==> src/rtl/tpr_gf_pkg.sv <==
package tpr_gf_pkg;
  localparam int unsigned SYM_W     = 8;
  localparam int unsigned MAX_DISKS = 255;
  localparam int unsigned CNT_W     = $clog2(MAX_DISKS + 1);
  localparam int unsigned NUM_LANES = 3;

  typedef logic [SYM_W-1:0] sym_t;

  // one multiply by {02}, reduction x^8 -> 8'h1D
  function automatic sym_t gf_x1(input sym_t a);
    sym_t b;
    b[7] = a[6];
    b[6] = a[5];
    b[5] = a[4];
    b[4] = a[7] ^ a[3];
    b[3] = a[7] ^ a[2];
    b[2] = a[7] ^ a[1];
    b[1] = a[0];
    b[0] = a[7];
    return b;
  endfunction

  // one multiply by {04}, both shift steps folded into one XOR level
  function automatic sym_t gf_x2(input sym_t a);
    sym_t b;
    b[7] = a[5];
    b[6] = a[4];
    b[5] = a[7] ^ a[3];
    b[4] = a[7] ^ a[2] ^ a[6];
    b[3] = a[7] ^ a[1] ^ a[6];
    b[2] = a[0] ^ a[6];
    b[1] = a[7];
    b[0] = a[6];
    return b;
  endfunction
endpackage

==> src/rtl/gf_xstep.sv <==
module gf_xstep
  import tpr_gf_pkg::*;
#(
  parameter int unsigned STEP = 1
) (
  input  sym_t a_i,
  output sym_t y_o
);
  generate
    if (STEP == 0) begin : g_ident
      assign y_o = a_i;
    end else if (STEP == 1) begin : g_by2
      assign y_o = gf_x1(a_i);
    end else begin : g_by4
      assign y_o = gf_x2(a_i);
    end
  endgenerate
endmodule

==> src/rtl/parity_lane.sv <==
module parity_lane
  import tpr_gf_pkg::*;
#(
  parameter int unsigned STEP = 0
) (
  input  logic clk,
  input  logic rst_n,
  input  logic en,
  input  logic clr,
  input  sym_t din,
  output sym_t acc_o
);
  sym_t acc_q;
  sym_t acc_d;
  sym_t scaled;

  gf_xstep #(.STEP(STEP)) u_step (
    .a_i (acc_q),
    .y_o (scaled)
  );

  always_comb begin
    acc_d = acc_q;
    if (en) begin
      acc_d = (clr ? '0 : scaled) ^ din;
    end
  end

  always_ff @(posedge clk or negedge rst_n) begin
    if (!rst_n) begin
      acc_q <= '0;
    end else if (en) begin
      acc_q <= acc_d;
    end
  end

  assign acc_o = acc_q;

  // an idle cycle leaves the running sum untouched
  a_r7_idle_holds : assert property (@(posedge clk) disable iff (!rst_n)
    !en |=> $stable(acc_q));

  // a start byte discards earlier state, whatever it was
  a_r6_start_clears : assert property (@(posedge clk) disable iff (!rst_n)
    (en && clr) |=> (acc_q == $past(din)));
endmodule

==> src/rtl/tpr_row_encoder.sv <==
module tpr_row_encoder
  import tpr_gf_pkg::*;
(
  input  logic             clk,
  input  logic             rst_n,
  input  logic             in_valid,
  input  logic             in_sor,
  input  logic             in_eor,
  input  logic [SYM_W-1:0] in_data,
  output logic             out_valid,
  output logic [SYM_W-1:0] out_p,
  output logic [SYM_W-1:0] out_q,
  output logic [SYM_W-1:0] out_r
);
  // reset: asserted asynchronously, released after two clock edges
  logic [1:0] rst_pipe_q;
  logic       rst_ni;

  always_ff @(posedge clk or negedge rst_n) begin
    if (!rst_n) begin
      rst_pipe_q <= 2'b00;
    end else begin
      rst_pipe_q <= {rst_pipe_q[0], 1'b1};
    end
  end
  assign rst_ni = rst_pipe_q[1];

  sym_t lane_acc [NUM_LANES];

  // lane g scales its sum by {02}^g per byte: P, Q, R
  for (genvar g = 0; g < NUM_LANES; g++) begin : g_lane
    parity_lane #(.STEP(g)) u_lane (
      .clk   (clk),
      .rst_n (rst_ni),
      .en    (in_valid),
      .clr   (in_sor),
      .din   (in_data),
      .acc_o (lane_acc[g])
    );
  end

  logic vld_q, vld_d;
  always_comb vld_d = in_valid & in_eor;

  always_ff @(posedge clk or negedge rst_ni) begin
    if (!rst_ni) begin
      vld_q <= 1'b0;
    end else begin
      vld_q <= vld_d;
    end
  end

  // row length tracker for the 255-disk limit check
  logic [CNT_W-1:0] row_cnt_q, row_cnt_d;
  always_comb begin
    row_cnt_d = row_cnt_q;
    if (in_valid) begin
      if (in_sor) begin
        row_cnt_d = CNT_W'(1);
      end else if (row_cnt_q != CNT_W'(MAX_DISKS)) begin
        row_cnt_d = row_cnt_q + CNT_W'(1);
      end
    end
  end

  always_ff @(posedge clk or negedge rst_ni) begin
    if (!rst_ni) begin
      row_cnt_q <= '0;
    end else if (in_valid) begin
      row_cnt_q <= row_cnt_d;
    end
  end

  assign out_valid = vld_q;
  assign out_p     = lane_acc[0];
  assign out_q     = lane_acc[1];
  assign out_r     = lane_acc[2];

  // an end-of-row byte is always followed by the result pulse
  a_r5_pulse_after_eor : assert property (@(posedge clk) disable iff (!rst_ni)
    (in_valid && in_eor) |=> out_valid);

  // a one-byte row reports the byte itself on all three parities
  a_r8_single_byte : assert property (@(posedge clk) disable iff (!rst_ni)
    (in_valid && in_sor && in_eor) |=>
      (out_p == $past(in_data) && out_q == $past(in_data) && out_r == $past(in_data)));

  // a row never grows beyond 255 data bytes
  a_r9_row_limit : assert property (@(posedge clk) disable iff (!rst_ni)
    (in_valid && !in_sor) |-> (row_cnt_q < CNT_W'(MAX_DISKS)));

  // a one-byte row leaves the XOR parity equal to the weighted ones
  a_r2_p_matches_single : assert property (@(posedge clk) disable iff (!rst_ni)
    (out_valid && $past(in_sor)) |-> (out_p == out_q));
endmodule

==> config.mk <==
export PLATFORM = sky130hd
export DESIGN_NAME = tpr_row_encoder
export DESIGN_NICKNAME = d
export VERILOG_FILES = /design/src/rtl/tpr_gf_pkg.sv /design/src/rtl/gf_xstep.sv /design/src/rtl/parity_lane.sv /design/src/rtl/tpr_row_encoder.sv
export SDC_FILE = /design/constraint.sdc
export NUM_CORES = 1
export LEC_CHECK = 0
export CAP_MARGIN = 10
export CORE_MARGIN = 5
export CORE_UTILIZATION = 40
export DETAILED_ROUTE_END_ITERATION = 10
export PLACE_DENSITY = 0.69
export SETUP_SLACK_MARGIN = 0.3
export SLEW_MARGIN = 25
export SYNTH_ARGS = -nofsm -noshare
export SYNTH_HDL_FRONTEND = slang
export SYNTH_SLANG_ARGS = --single-unit
==> constraint.sdc <==
create_clock -name clk -period 1.6 [get_ports clk]
set_clock_uncertainty 0.15 [all_clocks]
set_input_delay 0.32 -clock clk [delete_from_list [all_inputs] [get_ports clk]]
set_output_delay 0.32 -clock clk [all_outputs]
set_load 0.01 [all_outputs]
==> results of run 1 <==
-- power breakdown --
group          switching (mW)  internal (mW)
clock                   0.202         0.0976
combinational           0.414          0.585
sequential             0.0663          0.786
-- synth_stat cells --
cell type | instances | area share, %
nand2_1 | 1 | 0.28
a31oi_1 | 7 | 3.3
xnor3_1 | 2 | 3.4
and2_1 | 1 | 0.48
or3_1 | 7 | 3.3
nor2_1 | 23 | 6.6
nor2b_1 | 10 | 4.7
clkbuf_1 | 7 | 2.0
xnor2_1 | 14 | 9.3
a32o_1 | 1 | 0.76
a311oi_1 | 7 | 4.7
a21oi_1 | 16 | 6.1
dfrtp_1 | 27 | 51
o21ai_0 | 8 | 3.0
conb_1 | 1 | 0.28
nand2b_1 | 1 | 0.48
-- cells by family after synthesis --
family / after synthesis / synth area share [%]
AND/OR/NAND/NOR: 43 / 15.86
XOR/XNOR: 16 / 12.73
other: 1 / 0.2846
buffers and inverters: 7 / 1.995
flip-flops: 27 / 51.28
AO/OA/AOI/OAI: 39 / 17.85
-- worst register-to-register path, delay by kind of cell, from the launching register on --
kind | cells | cell delay (ps)
DFF | 1 | 420
xor gates and xnor gates | 1 | 330
buffers and inverters | 1 | 150
AOI/OAI and AO/OA | 1 | 150
and+or+nand+nor | 1 | 310
-- worst max-delay path by stage --
| stage | start | cells after the start | to | slack (ps) |
|---|---|---|---|---|
| global placement | in_sor | 4 | g_lane[0].u_lane.acc_o[3]$_DFFE_PN0P_ | -130 |
| finish | g_lane[2].u_lane.acc_o[2]$_DFFE_PN0P_ | 4 | g_lane[2].u_lane.acc_o[4]$_DFFE_PN0P_ | 20 |
| detailed placement | in_sor | 4 | g_lane[0].u_lane.acc_o[6]$_DFFE_PN0P_ | -260 |
| CTS | g_lane[2].u_lane.acc_o[7]$_DFFE_PN0P_ | 4 | g_lane[2].u_lane.acc_o[3]$_DFFE_PN0P_ | 4 |
| floorplan | g_lane[2].u_lane.acc_o[6]$_DFFE_PN0P_ | 3 | g_lane[2].u_lane.acc_o[3]$_DFFE_PN0P_ | 120 |
| global route | g_lane[2].u_lane.acc_o[6]$_DFFE_PN0P_ | 4 | g_lane[2].u_lane.acc_o[4]$_DFFE_PN0P_ | -60 |
-- registers in the layout (all words and copies together) (netlist names) --
register / count
out_valid: 1
g_lane.u_lane.acc_o: 24
rst_pipe_q: 2
-- final cells by class --
class,instances,area [um2]
Clock buffer,4,26.28
Fill cell,248,918.4
Multi-Input combinational cell,99,711.9
Sequential cell,27,678.2
Tap cell,44,55.05
Timing Repair Buffer,83,713.2
-- per-layer routing --
| layer | vias to the layer above | GRT usage (%) | routed length, um |
|---|---|---|---|
| met2 | 43 | 30.80 | 2099 |
| met4 | 0 | 8.861 | 70 |
| met1 | 621 | 22.85 | 1627 |
| li1 | 629 | - | - |
| met5 | - | 0 | 0 |
| met3 | 4 | 2.329 | 204 |
-- through the flow --
stage	cell area (um2)	total power, mW	setup TNS [ps]	util (%)
finish	2185	2.152	0	70.40
global route	2185	2.276	-108.1	70.40
CTS	1987	1.973	0	64.03
detailed placement	1822	1.574	-3274	58.71
global placement	1822	1.553	-1951	58.71
floorplan	1320	1.223	0	-
-- what timing repair did --
action                                  CTS  global route
endpoints found under the setup margin   47            46
endpoints found under the hold margin     2             0
hold buffers                              1             0
resized for setup                       110            32
pin swaps                                13             8
setup buffers                            27             6
cloned                                    0             0
==> PnR_summary.wiki, run 1 <==
{| class="wikitable"
! Metric !! Value
|-
| Share of the clock period used by the worst path || 98.59%
|-
| Via count of the first global-routing pass || 1,291
|-
| VDD IR-drop max || 0.0004079 V
|-
| Number of cells produced by synthesis || 133
|-
| Flop and latch count out of synthesis || 27
|-
| Post-Place Cells || 219
|-
| Min setup slack post-route || 22.58 ps
|-
| Cell with the largest stage delay on the worst path || dfrtp_1
|-
| Net count after synthesis || 146
|-
| Detailed Route Iter0 Violations || 60
|-
| Critical Path Max Stage Delay || 420 ps
|-
| RSZ-0062 raised after global routing || true
|-
| Top library cells by usage in the layout, fill and taps aside || buf_4 (31), dfrtp_1 (25), nor2_1 (22), buf_6 (20), buf_2 (17)
|-
| Path type of the worst setup path || reg2reg
|-
| Avg Cell Area, Syn || 9.906 um2
|-
| Post-synthesis instance area || 1318 um2
|-
| CP Max Fanout || 2
|-
| Count of maximum capacitance violations || 0
|-
| Final Slew Violations || 0
|-
| Number of antenna violations at the first check in global routing || 0
|-
| Share of final-layout standard cells stronger than drive strength 1 || 40.85%
|-
| Antenna Nets Post-Route || 0
|-
| Cell count of the worst reg-to-reg path || 4
|-
| Nature of the critical path startpoint || flop
|-
| Pin count of the biggest net entering global routing || 26
|-
| CP required || 1700 ps
|-
| Max Clock Freq || 633.9 MHz
|-
| R2r startpoint || g_lane[2].u_lane.acc_o[2]$_DFFE_PN0P_
|-
| Count of nets after finishing || 227
|-
| Placeable core region || 3103 um2
|-
| Wire length of the first global-routing pass || 6189 um
|-
| Initial cell density of the core || 42.46%
|-
| H-Tree Depth || 1
|-
| Buffer levels on the longest clock path || 2
|-
| DIE HEIGHT || 67.39 um
|-
| Cell-by-cell listing of the critical path || buf_4 > xnor3_1 > or3_1 > a31oi_1
|-
| Vias per std cell || 5.047
|-
| Insertion delay of the later-clocked pin in the worst-skew pair || 320 ps
|-
| I/O pin cnt || 38
|-
| Capturing point of the worst reg2reg path || g_lane[2].u_lane.acc_o[4]$_DFFE_PN0P_
|-
| Antenna diodes || 0
|-
| Horizontal extent of the die || 67.39 um
|-
| Data arrival time of the critical path || 1680 ps
|-
| Total power density per cell area || 985.0 nW/um2
|-
| Kind of cell adding the most delay to the critical path || flip-flops
|-
| Number of warnings printed during yosys synthesis || 0
|-
| Clock sink count || 27
|-
| Weighted congestion at the end of routability-driven global placement || 0.7644
|-
| Estimated wirelength of the detail-placed design || 2492 um
|-
| Placement Rows || 20
|-
| Detailed Routing Iterations Pass 1 || 4
|-
| Type of element capturing the critical path || flop
|-
| Post-Place Setup Slack || -257.3 ps
|-
| Standby leakage power || 1.005 nW
|-
| Cell Count, Final, Fillers Out || 257
|-
| Clock Root Buffer || clkbuf_4
|-
| Clock tree from TritonCTS || built
|-
| Final Hold Slack || 106.6 ps
|-
| Final Hold Vio Count || 0
|-
| Leading cell type in the layout, fill and taps excluded || buf_4
|-
| Number of clock buffers inserted by TritonCTS || 3
|-
| R2R Setup Slk || 20 ps
|-
| Number of buffer cells added on primary ports || 37
|-
| Die area || 4541 um2
|-
| Buf+Inv Stages, Crit Path || 1
|-
| Routed wirelength normalized by instance count || 15.57 um
|-
| Hold Crit Class || reg2async
|-
| Register clock-pin slew on the reported worst setup and hold paths || 150 ps
|-
| Post-synthesis cell type count || 16
|-
| Setup-failing EPs final || 0
|-
| Portion of the post-synthesis area used by sequential elements || 51.28%
|-
| Remaining Overflow, GRT || 0
|-
| Final Critical Period || 1577 ps
|-
| Layout overhead on the synthesized area || 65.81%
|-
| Number of DRC violations after detailed routing || 0
|-
| Vias || 1,297
|-
| Run status || finished clean
|-
| Total wire length after detailed routing || 4002 um
|-
| Overall track demand over capacity in global routing || 18.21%
|}
(Power assumes the default switching activity.)
==> run 2: changes to the inputs <==
ABC_AREA = 1   (was default)
TNS_END_PERCENT = 5   (was default)
==> run 2 against run 1 <==
Synthesized cell count grew 32%. Cell count increased by 14%. Synthesized area increased by 4.2%. Critical path type is now reg2out. Largest cell class is now registers. Largest power group is now sequential cells.
==> PnR_summary.wiki, run 2 <==
{| class="wikitable"
! Metric !! Value
|-
| Cell Count, Final, Fillers Out || 293 (was 257)
|-
| Kind of cell adding the most delay to the critical path || flip-flops (unchanged)
|-
| Final Hold Vio Count || 0 (unchanged)
|-
| Run status || finished clean (unchanged)
|-
| Weighted congestion at the end of routability-driven global placement || 0.8251 (was 0.7644)
|-
| Avg Cell Area, Syn || 7.799 um2 (was 9.906 um2)
|-
| Horizontal extent of the die || 68.58 um (was 67.39 um)
|-
| Capturing point of the worst reg2reg path || g_lane[2].u_lane.acc_o[3]$_DFFE_PN0P_ (was g_lane[2].u_lane.acc_o[4]$_DFFE_PN0P_)
|-
| Overall track demand over capacity in global routing || 16.83% (was 18.21%)
|-
| Final Slew Violations || 0 (unchanged)
|-
| Vias || 1,417 (was 1,297)
|-
| Post-synthesis cell type count || 22 (was 16)
|-
| P_int || 1.262 mW (was 1.469 mW)
|-
| Number of warnings printed during yosys synthesis || 0 (unchanged)
|-
| Path type of the worst setup path || reg2out (was reg2reg)
|-
| Number of DRC violations after detailed routing || 0 (unchanged)
|-
| Top library cells by usage in the layout, fill and taps aside || nand2_1 (55), buf_4 (30), dfrtp_1 (27), buf_2 (25), inv_1 (19) (was buf_4 (31), dfrtp_1 (25), nor2_1 (22), buf_6 (20), buf_2 (17))
|-
| Layout overhead on the synthesized area || 45.12% (was 65.81%)
|-
| Number of antenna violations at the first check in global routing || 0 (unchanged)
|-
| Nature of the critical path startpoint || flop (unchanged)
|-
| Type of element capturing the critical path || primary output (was flop)
|-
| Proportion of power drawn by the clock network || 15.1% (was 13.9%)
|-
| GRT met2 Usage || 28.72% (was 30.80%)
|-
| Post-Place Setup Slack || -201.7 ps (was -257.3 ps)
|-
| Initial cell density of the core || 41.13% (was 42.46%)
|-
| Busiest grt layer || met2 (unchanged)
|-
| Share of final-layout standard cells stronger than drive strength 1 || 32.39% (was 40.85%)
|-
| Post-Place Cells || 270 (was 219)
|-
| RSZ-0062 raised after global routing || true (unchanged)
|-
| CP Max Fanout || 2 (unchanged)
|-
| I/O pin cnt || 38 (unchanged)
|-
| Portion of the post-synthesis area used by sequential elements || 49.23% (was 51.28%)
|-
| P_sw || 0.6575 mW (was 0.6827 mW)
|-
| Total wire length after detailed routing || 3655 um (was 4002 um)
|-
| Remaining Overflow, GRT || 0 (unchanged)
|-
| DIE HEIGHT || 68.58 um (was 67.39 um)
|-
| Antenna Nets Post-Route || 0 (unchanged)
|-
| Leading cell type in the layout, fill and taps excluded || nand2_1 (was buf_4)
|-
| H-Tree Depth || 1 (unchanged)
|-
| Antenna diodes || 0 (unchanged)
|-
| Data arrival time of the critical path || 900 ps (was 1680 ps)
|-
| Total power consumption of the routed design || 1.920 mW (was 2.152 mW)
|-
| Total power density per cell area || 963.7 nW/um2 (was 985.0 nW/um2)
|-
| Routed wirelength normalized by instance count || 12.47 um (was 15.57 um)
|-
| R2R Setup Slk || 310 ps (was 20 ps)
|-
| Clock tree from TritonCTS || built (unchanged)
|-
| Min setup slack post-route || 229.2 ps (was 22.58 ps)
|-
| VDD IR-drop max || 0.0004154 V (was 0.0004079 V)
|-
| Insertion delay of the later-clocked pin in the worst-skew pair || 320 ps (about the same)
|-
| Share of synthesized registers carrying an async set or reset || 100.0% (unchanged)
|-
| Wire length of the first global-routing pass || 5947 um (was 6189 um)
|-
| Leading area contributor after synthesis || dfrtp_1 (unchanged)
|-
| Clock sink count || 27 (unchanged)
|-
| Flop and latch count out of synthesis || 27 (unchanged)
|-
| Count of nets after finishing || 261 (was 227)
|-
| Most instantiated library cell after synthesis || nand2_1 (was dfrtp_1)
|-
| Cell with the largest stage delay on the worst path || dfrtp_1 (unchanged)
|-
| Switch share || 34.25% (was 31.72%)
|-
| Cell count of the worst reg-to-reg path || 8 (was 4)
|-
| Post-synthesis instance area || 1373 um2 (was 1318 um2)
|-
| Number of buffer cells added on primary ports || 37 (unchanged)
|-
| Placement Rows || 21 (was 20)
|-
| Setup-failing EPs final || 0 (unchanged)
|-
| Net count after synthesis || 189 (was 146)
|-
| Buf+Inv Stages, Crit Path || 1 (unchanged)
|-
| Number of clock buffers inserted by TritonCTS || 3 (unchanged)
|-
| Power share of the sequential group || 44.8% (was 39.6%)
|-
| Most area-consuming cells after synthesis || dfrtp_1 (49%), nand2_1 (17%), inv_1 (6.0%) (was dfrtp_1 (51%), xnor2_1 (9.3%), nor2_1 (6.6%))
|-
| Detailed Route Iter0 Violations || 68 (was 60)
|-
| GR Layer Usage met1 || 21.85% (was 22.85%)
|-
| Buffer levels on the longest clock path || 2 (unchanged)
|-
| Standby leakage power || 1.100 nW (was 1.005 nW)
|-
| GR Layer Usage met3 || 2.107% (was 2.329%)
|-
| Post-synth top area share || 49.23% (was 51.28%)
|-
| Cell-by-cell listing of the critical path || buf_2 (was buf_4 > xnor3_1 > or3_1 > a31oi_1)
|-
| Number of synthesized flops with an enable pin || 0 (unchanged)
|-
| Via count of the first global-routing pass || 1,386 (was 1,291)
|-
| CP required || 1130 ps (was 1700 ps)
|-
| Top post-synthesis cells by count || nand2_1 (61), dfrtp_1 (27), inv_1 (22) (was dfrtp_1 (27), nor2_1 (23), a21oi_1 (16))
|-
| Register clock-pin slew on the reported worst setup and hold paths || 140 ps (was 150 ps)
|-
| Detailed Routing Iterations Pass 1 || 6 (was 4)
|-
| Placeable core region || 3337 um2 (was 3103 um2)
|-
| Estimated wirelength of the detail-placed design || 2598 um (was 2492 um)
|-
| Hold Crit Class || reg2async (unchanged)
|-
| Count of maximum capacitance violations || 0 (unchanged)
|-
| Number of cells produced by synthesis || 176 (was 133)
|-
| Clock Root Buffer || clkbuf_4 (unchanged)
|-
| Die area || 4703 um2 (was 4541 um2)
|-
| Pin count of the biggest net entering global routing || 26 (unchanged)
|-
| Vias per std cell || 4.836 (was 5.047)
|-
| Flip-flop count of the largest register after layout || 24 (unchanged)
|-
| Combinational share of power || 40.0% (was 46.4%)
|-
| R2r startpoint || g_lane[2].u_lane.acc_o[7]$_DFFE_PN0P_ (was g_lane[2].u_lane.acc_o[2]$_DFFE_PN0P_)
|-
| Critical Path Max Stage Delay || 430 ps (was 420 ps)
|-
| Final Critical Period || 1371 ps (was 1577 ps)
|-
| Most used flip-flop cell after synthesis || dfrtp_1 (unchanged)
|-
| Max Clock Freq || 729.5 MHz (was 633.9 MHz)
|-
| Share of the clock period used by the worst path || 85.68% (was 98.59%)
|}
[run 2: metrics by stage]
step | util [%] | hold WS (ps) | TNS (ps) | area (um2)
2_1_floorplan | - | -125.6 | 0 | 1373
3_3_place_gp | 56.39 | 88.28 | -1869 | 1882
3_5_place_dp | 56.39 | 105.4 | -2812 | 1882
4_1_cts | 58.01 | 116.2 | 0 | 1936
5_1_grt | 59.69 | 136.0 | 0 | 1992
6_report | 59.69 | 97.40 | 0 | 1992
[run 2: logic make-up after synthesis]
| group | synth area share, % |
|---|---|
| simple gates | 26.44 |
| mux | 0.7293 |
| compound gates | 8.295 |
| xor+xnor | 5.105 |
| flops | 49.23 |
| buf+inv | 9.935 |
| other cells | 0.2732 |
[run 2: worst reg2reg max path, cell delays in order, from the launching register on]
cell,delay (ps)
dfrtp_1,410
buf_6,120
buf_8,130
nand2_4,70
nand2_1,60
nand2_2,70
nand3_1,60
nand2_1,70
nand3_1,60
[run 2: final cells by class]
| class | count | area (um2) |
|---|---|---|
| Inverter | 28 | 112.6 |
| Tap cell | 46 | 57.56 |
| Clock buffer | 4 | 26.28 |
| Timing Repair Buffer | 71 | 516.7 |
| Multi-Input combinational cell | 117 | 603.1 |
| Sequential cell | 27 | 675.6 |
| Fill cell | 322 | 1345 |
[run 2: power groups by stage]
| stage | sequential [mW] | combinational (mW) | clock [mW] |
|---|---|---|---|
| CTS | 0.859 | 0.729 | 0.299 |
| finish | 0.860 | 0.768 | 0.291 |
| detailed placement | 0.901 | 0.695 | 0 |
| global placement | 0.905 | 0.679 | 0 |
| floorplan | 0.960 | 0.254 | 0 |
| global route | 0.873 | 0.855 | 0.329 |
[run 2: how the worst max path moves through the flow]
stage	start	end	slack [ps]	depth (start not counted)
global placement	in_valid	g_lane[1].u_lane.acc_o[7]$_DFFE_PN0P_	-180	7
finish	g_lane[1].u_lane.acc_o[6]$_DFFE_PN0P_	out_q[6]	230	1
floorplan	g_lane[2].u_lane.acc_o[7]$_DFFE_PN0P_	g_lane[2].u_lane.acc_o[3]$_DFFE_PN0P_	450	7
detailed placement	in_valid	g_lane[2].u_lane.acc_o[1]$_DFFE_PN0P_	-200	7
global route	g_lane[1].u_lane.acc_o[6]$_DFFE_PN0P_	out_q[6]	190	1
CTS	g_lane[2].u_lane.acc_o[7]$_DFFE_PN0P_	g_lane[2].u_lane.acc_o[4]$_DFFE_PN0P_	220	8
[run 2: repair_timing]
| action | CTS | global route |
|---|---|---|
| hold endpoints to repair | 2 | 0 |
| hold buffers | 1 | 0 |
| resized for setup | 106 | 17 |
| endpoints found under the setup margin | 45 | 46 |
| buffers inserted | 18 | 0 |
| pin swaps | 0 | 2 |
[run 2: routing by layer]
layer	share of wire [%]	wire length, um	vias to the layer above
met5	0	0	-
met4	1.5	53	0
met3	5.3	192	6
met2	48	1754	44
met1	45	1655	674
li1	-	-	693
==> run 3: changes to the inputs <==
clock period = 1.4 ns   (was 1.6 ns; I/O delays follow)
==> run 3 against run 2 <==
Clock-buffer cell count is 1 lower. Clock power is 21% higher. Critical path type unchanged. Worst hold slack worse by 11 ps. Final area grew 1.3%. Power rose by 15%. Non-clock buffer count grew 3. Cell count up 1.0%. Register-to-register slack worse by 220 ps. Worst setup slack worse by 160 ps. Sequential share of layout area is 0.36 points lower.
==> PnR_summary.wiki, run 3 (same netlist as run 2, synthesis figures left out) <==
{| class="wikitable"
! Metric !! Value
|-
| Min setup slack post-route || 68.77 ps (was 229.2 ps)
|-
| Count of maximum capacitance violations || 0 (unchanged)
|-
| Horizontal extent of the die || 68.58 um (unchanged)
|-
| VDD IR-drop max || 0.0006135 V (was 0.0004154 V)
|-
| Path type of the worst setup path || reg2out (unchanged)
|-
| Hold Crit Class || reg2async (unchanged)
|-
| I/O pin cnt || 38 (unchanged)
|-
| Standby leakage power || 1.105 nW (was 1.100 nW)
|-
| Clock Root Buffer || clkbuf_4 (unchanged)
|-
| Total power consumption of the routed design || 2.216 mW (was 1.920 mW)
|-
| Nature of the critical path startpoint || flop (unchanged)
|-
| Clock tree from TritonCTS || built (unchanged)
|-
| Estimated wirelength of the detail-placed design || 2653 um (was 2598 um)
|-
| Kind of cell adding the most delay to the critical path || flip-flops (unchanged)
|-
| RSZ-0062 raised after global routing || true (unchanged)
|-
| Critical Path Max Stage Delay || 420 ps (was 430 ps)
|-
| Leading cell type in the layout, fill and taps excluded || nand2_1 (unchanged)
|-
| R2r startpoint || g_lane[1].u_lane.acc_o[7]$_DFFE_PN0P_ (was g_lane[2].u_lane.acc_o[7]$_DFFE_PN0P_)
|-
| Final Critical Period || 1331 ps
|-
| CP required || 970 ps (was 1130 ps)
|-
| Clock sink count || 27 (unchanged)
|-
| Setup-failing EPs final || 0 (unchanged)
|-
| Total power density per cell area || 1099 nW/um2 (was 963.7 nW/um2)
|-
| Buf+Inv Stages, Crit Path || 1 (unchanged)
|-
| Vias per std cell || 4.666 (was 4.836)
|-
| Register clock-pin slew on the reported worst setup and hold paths || 150 ps (was 140 ps)
|-
| Weighted congestion at the end of routability-driven global placement || 0.8217 (was 0.8251)
|-
| Share of the clock period used by the worst path || 95.09%
|-
| Cell count of the worst reg-to-reg path || 6 (was 8)
|-
| Antenna diodes || 0 (unchanged)
|-
| Placeable core region || 3337 um2 (unchanged)
|-
| Detailed Route Iter0 Violations || 61 (was 68)
|-
| Initial cell density of the core || 41.13% (unchanged)
|-
| DIE HEIGHT || 68.58 um (unchanged)
|-
| Final Slew Violations || 0 (unchanged)
|-
| Number of antenna violations at the first check in global routing || 0 (unchanged)
|-
| Data arrival time of the critical path || 900 ps (about the same)
|-
| R2R Setup Slk || 90 ps (was 310 ps)
|-
| Antenna Nets Post-Route || 0 (unchanged)
|-
| Layout overhead on the synthesized area || 46.95% (was 45.12%)
|-
| Post-Place Setup Slack || -343.1 ps (was -201.7 ps)
|-
| Cell with the largest stage delay on the worst path || dfrtp_1 (unchanged)
|-
| Count of nets after finishing || 264 (was 261)
|-
| Post-Route Setup TNS || 0 ps (unchanged)
|-
| Top library cells by usage in the layout, fill and taps aside || nand2_1 (56), buf_4 (33), dfrtp_1 (26), buf_2 (24), inv_1 (18) (was nand2_1 (55), buf_4 (30), dfrtp_1 (27), buf_2 (25), inv_1 (19))
|-
| Fill cell total of the finished layout || 330 (was 322)
|-
| Pin count of the biggest net entering global routing || 26 (unchanged)
|-
| Run status || finished clean (unchanged)
|-
| Buffer levels on the longest clock path || 2 (unchanged)
|-
| Share of final-layout standard cells stronger than drive strength 1 || 34.80% (was 32.39%)
|-
| Insertion delay of the later-clocked pin in the worst-skew pair || 330 ps (was 320 ps)
|-
| Total wire length after detailed routing || 3595 um (was 3655 um)
|-
| CP Max Fanout || 3 (was 2)
|-
| Type of element capturing the critical path || primary output (unchanged)
|-
| Capturing point of the worst reg2reg path || g_lane[1].u_lane.acc_o[3]$_DFFE_PN0P_ (was g_lane[2].u_lane.acc_o[3]$_DFFE_PN0P_)
|-
| Routed wirelength normalized by instance count || 12.15 um (was 12.47 um)
|-
| Final Hold Vio Count || 0 (unchanged)
|-
| Die area || 4703 um2 (unchanged)
|-
| Via count of the first global-routing pass || 1,440 (was 1,386)
|-
| Cell-by-cell listing of the critical path || buf_2 (unchanged)
|-
| Remaining Overflow, GRT || 0 (unchanged)
|-
| H-Tree Depth || 1 (unchanged)
|-
| Number of DRC violations after detailed routing || 0 (unchanged)
|-
| Final core utilization || 60.44% (was 59.69%)
|-
| Placement Rows || 21 (unchanged)
|-
| Number of clock buffers inserted by TritonCTS || 3 (unchanged)
|-
| Overall track demand over capacity in global routing || 17.07% (was 16.83%)
|-
| Number of buffer cells added on primary ports || 37 (unchanged)
|-
| Vias || 1,381 (was 1,417)
|-
| Max Clock Freq || 751.2 MHz
|-
| Wire length of the first global-routing pass || 6023 um (was 5947 um)
|-
| Detailed Routing Iterations Pass 1 || 4 (was 6)
|-
| Flip-flop count of the largest register after layout || 24 (unchanged)
|}
==> run 3: how the worst max path moves through the flow <==
| stage | from | endpoint | depth (start not counted) |
|---|---|---|---|
| after global placement | in_valid | g_lane[0].u_lane.acc_o[0]$_DFFE_PN0P_ | 5 |
| after floorplan | g_lane[2].u_lane.acc_o[7]$_DFFE_PN0P_ | g_lane[2].u_lane.acc_o[3]$_DFFE_PN0P_ | 6 |
| after global routing | g_lane[1].u_lane.acc_o[1]$_DFFE_PN0P_ | g_lane[1].u_lane.acc_o[2]$_DFFE_PN0P_ | 7 |
| final | g_lane[2].u_lane.acc_o[4]$_DFFE_PN0P_ | out_r[4] | 1 |
| after CTS | g_lane[2].u_lane.acc_o[4]$_DFFE_PN0P_ | out_r[4] | 1 |
| after detailed placement | in_valid | g_lane[0].u_lane.acc_o[4]$_DFFE_PN0P_ | 5 |
==> run 3: metal layers <==
| metal | share of wire [%] | GRT usage (%) | routed length, um |
|---|---|---|---|
| met1 | 43 | 20.73 | 1560 |
| met4 | 1.8 | 5.955 | 65 |
| met3 | 4.9 | 2.431 | 175 |
| met5 | 0 | 0 | 0 |
| met2 | 50 | 30.51 | 1794 |
==> run 3: layout make-up <==
class | count | area [um2] | area share [%]
inverters | 28 | 107.6 | 5.335
well taps | 46 | 57.56 | 2.854
multi-input cells | 117 | 603.1 | 29.90
flip-flops and latches | 27 | 676.9 | 33.56
clock buffers | 3 | 22.52 | 1.117
repair buffers | 74 | 541.8 | 26.86
clock inverters | 1 | 7.507 | 0.3722
==> run 3: where the power goes <==
group / switching, mW / internal, mW / total [mW]
combinational: 0.457 / 0.425 / 0.883
sequential: 0.0660 / 0.914 / 0.980
clock: 0.244 / 0.109 / 0.353
==> run 3: timing repair <==
action | CTS | global route
hold endpoints to repair | 2 | 0
gates resized for setup | 109 | 13
gates cloned | 0 | 0
hold buffers | 1 | 0
pin swaps | 1 | 3
setup buffers | 11 | 0
setup endpoints to repair | 49 | 49
==> run 3: through the flow <==
step / cells / instance area (um2) / hold slack, ps
after floorplan: 176 / 1374 / -165.6
after global placement: 280 / 1958 / 81.93
after detailed placement: 280 / 1958 / 91.75
after CTS: 296 / 1981 / 100.7
after global routing: 296 / 2017 / 133.2
final: 296 / 2017 / 85.99
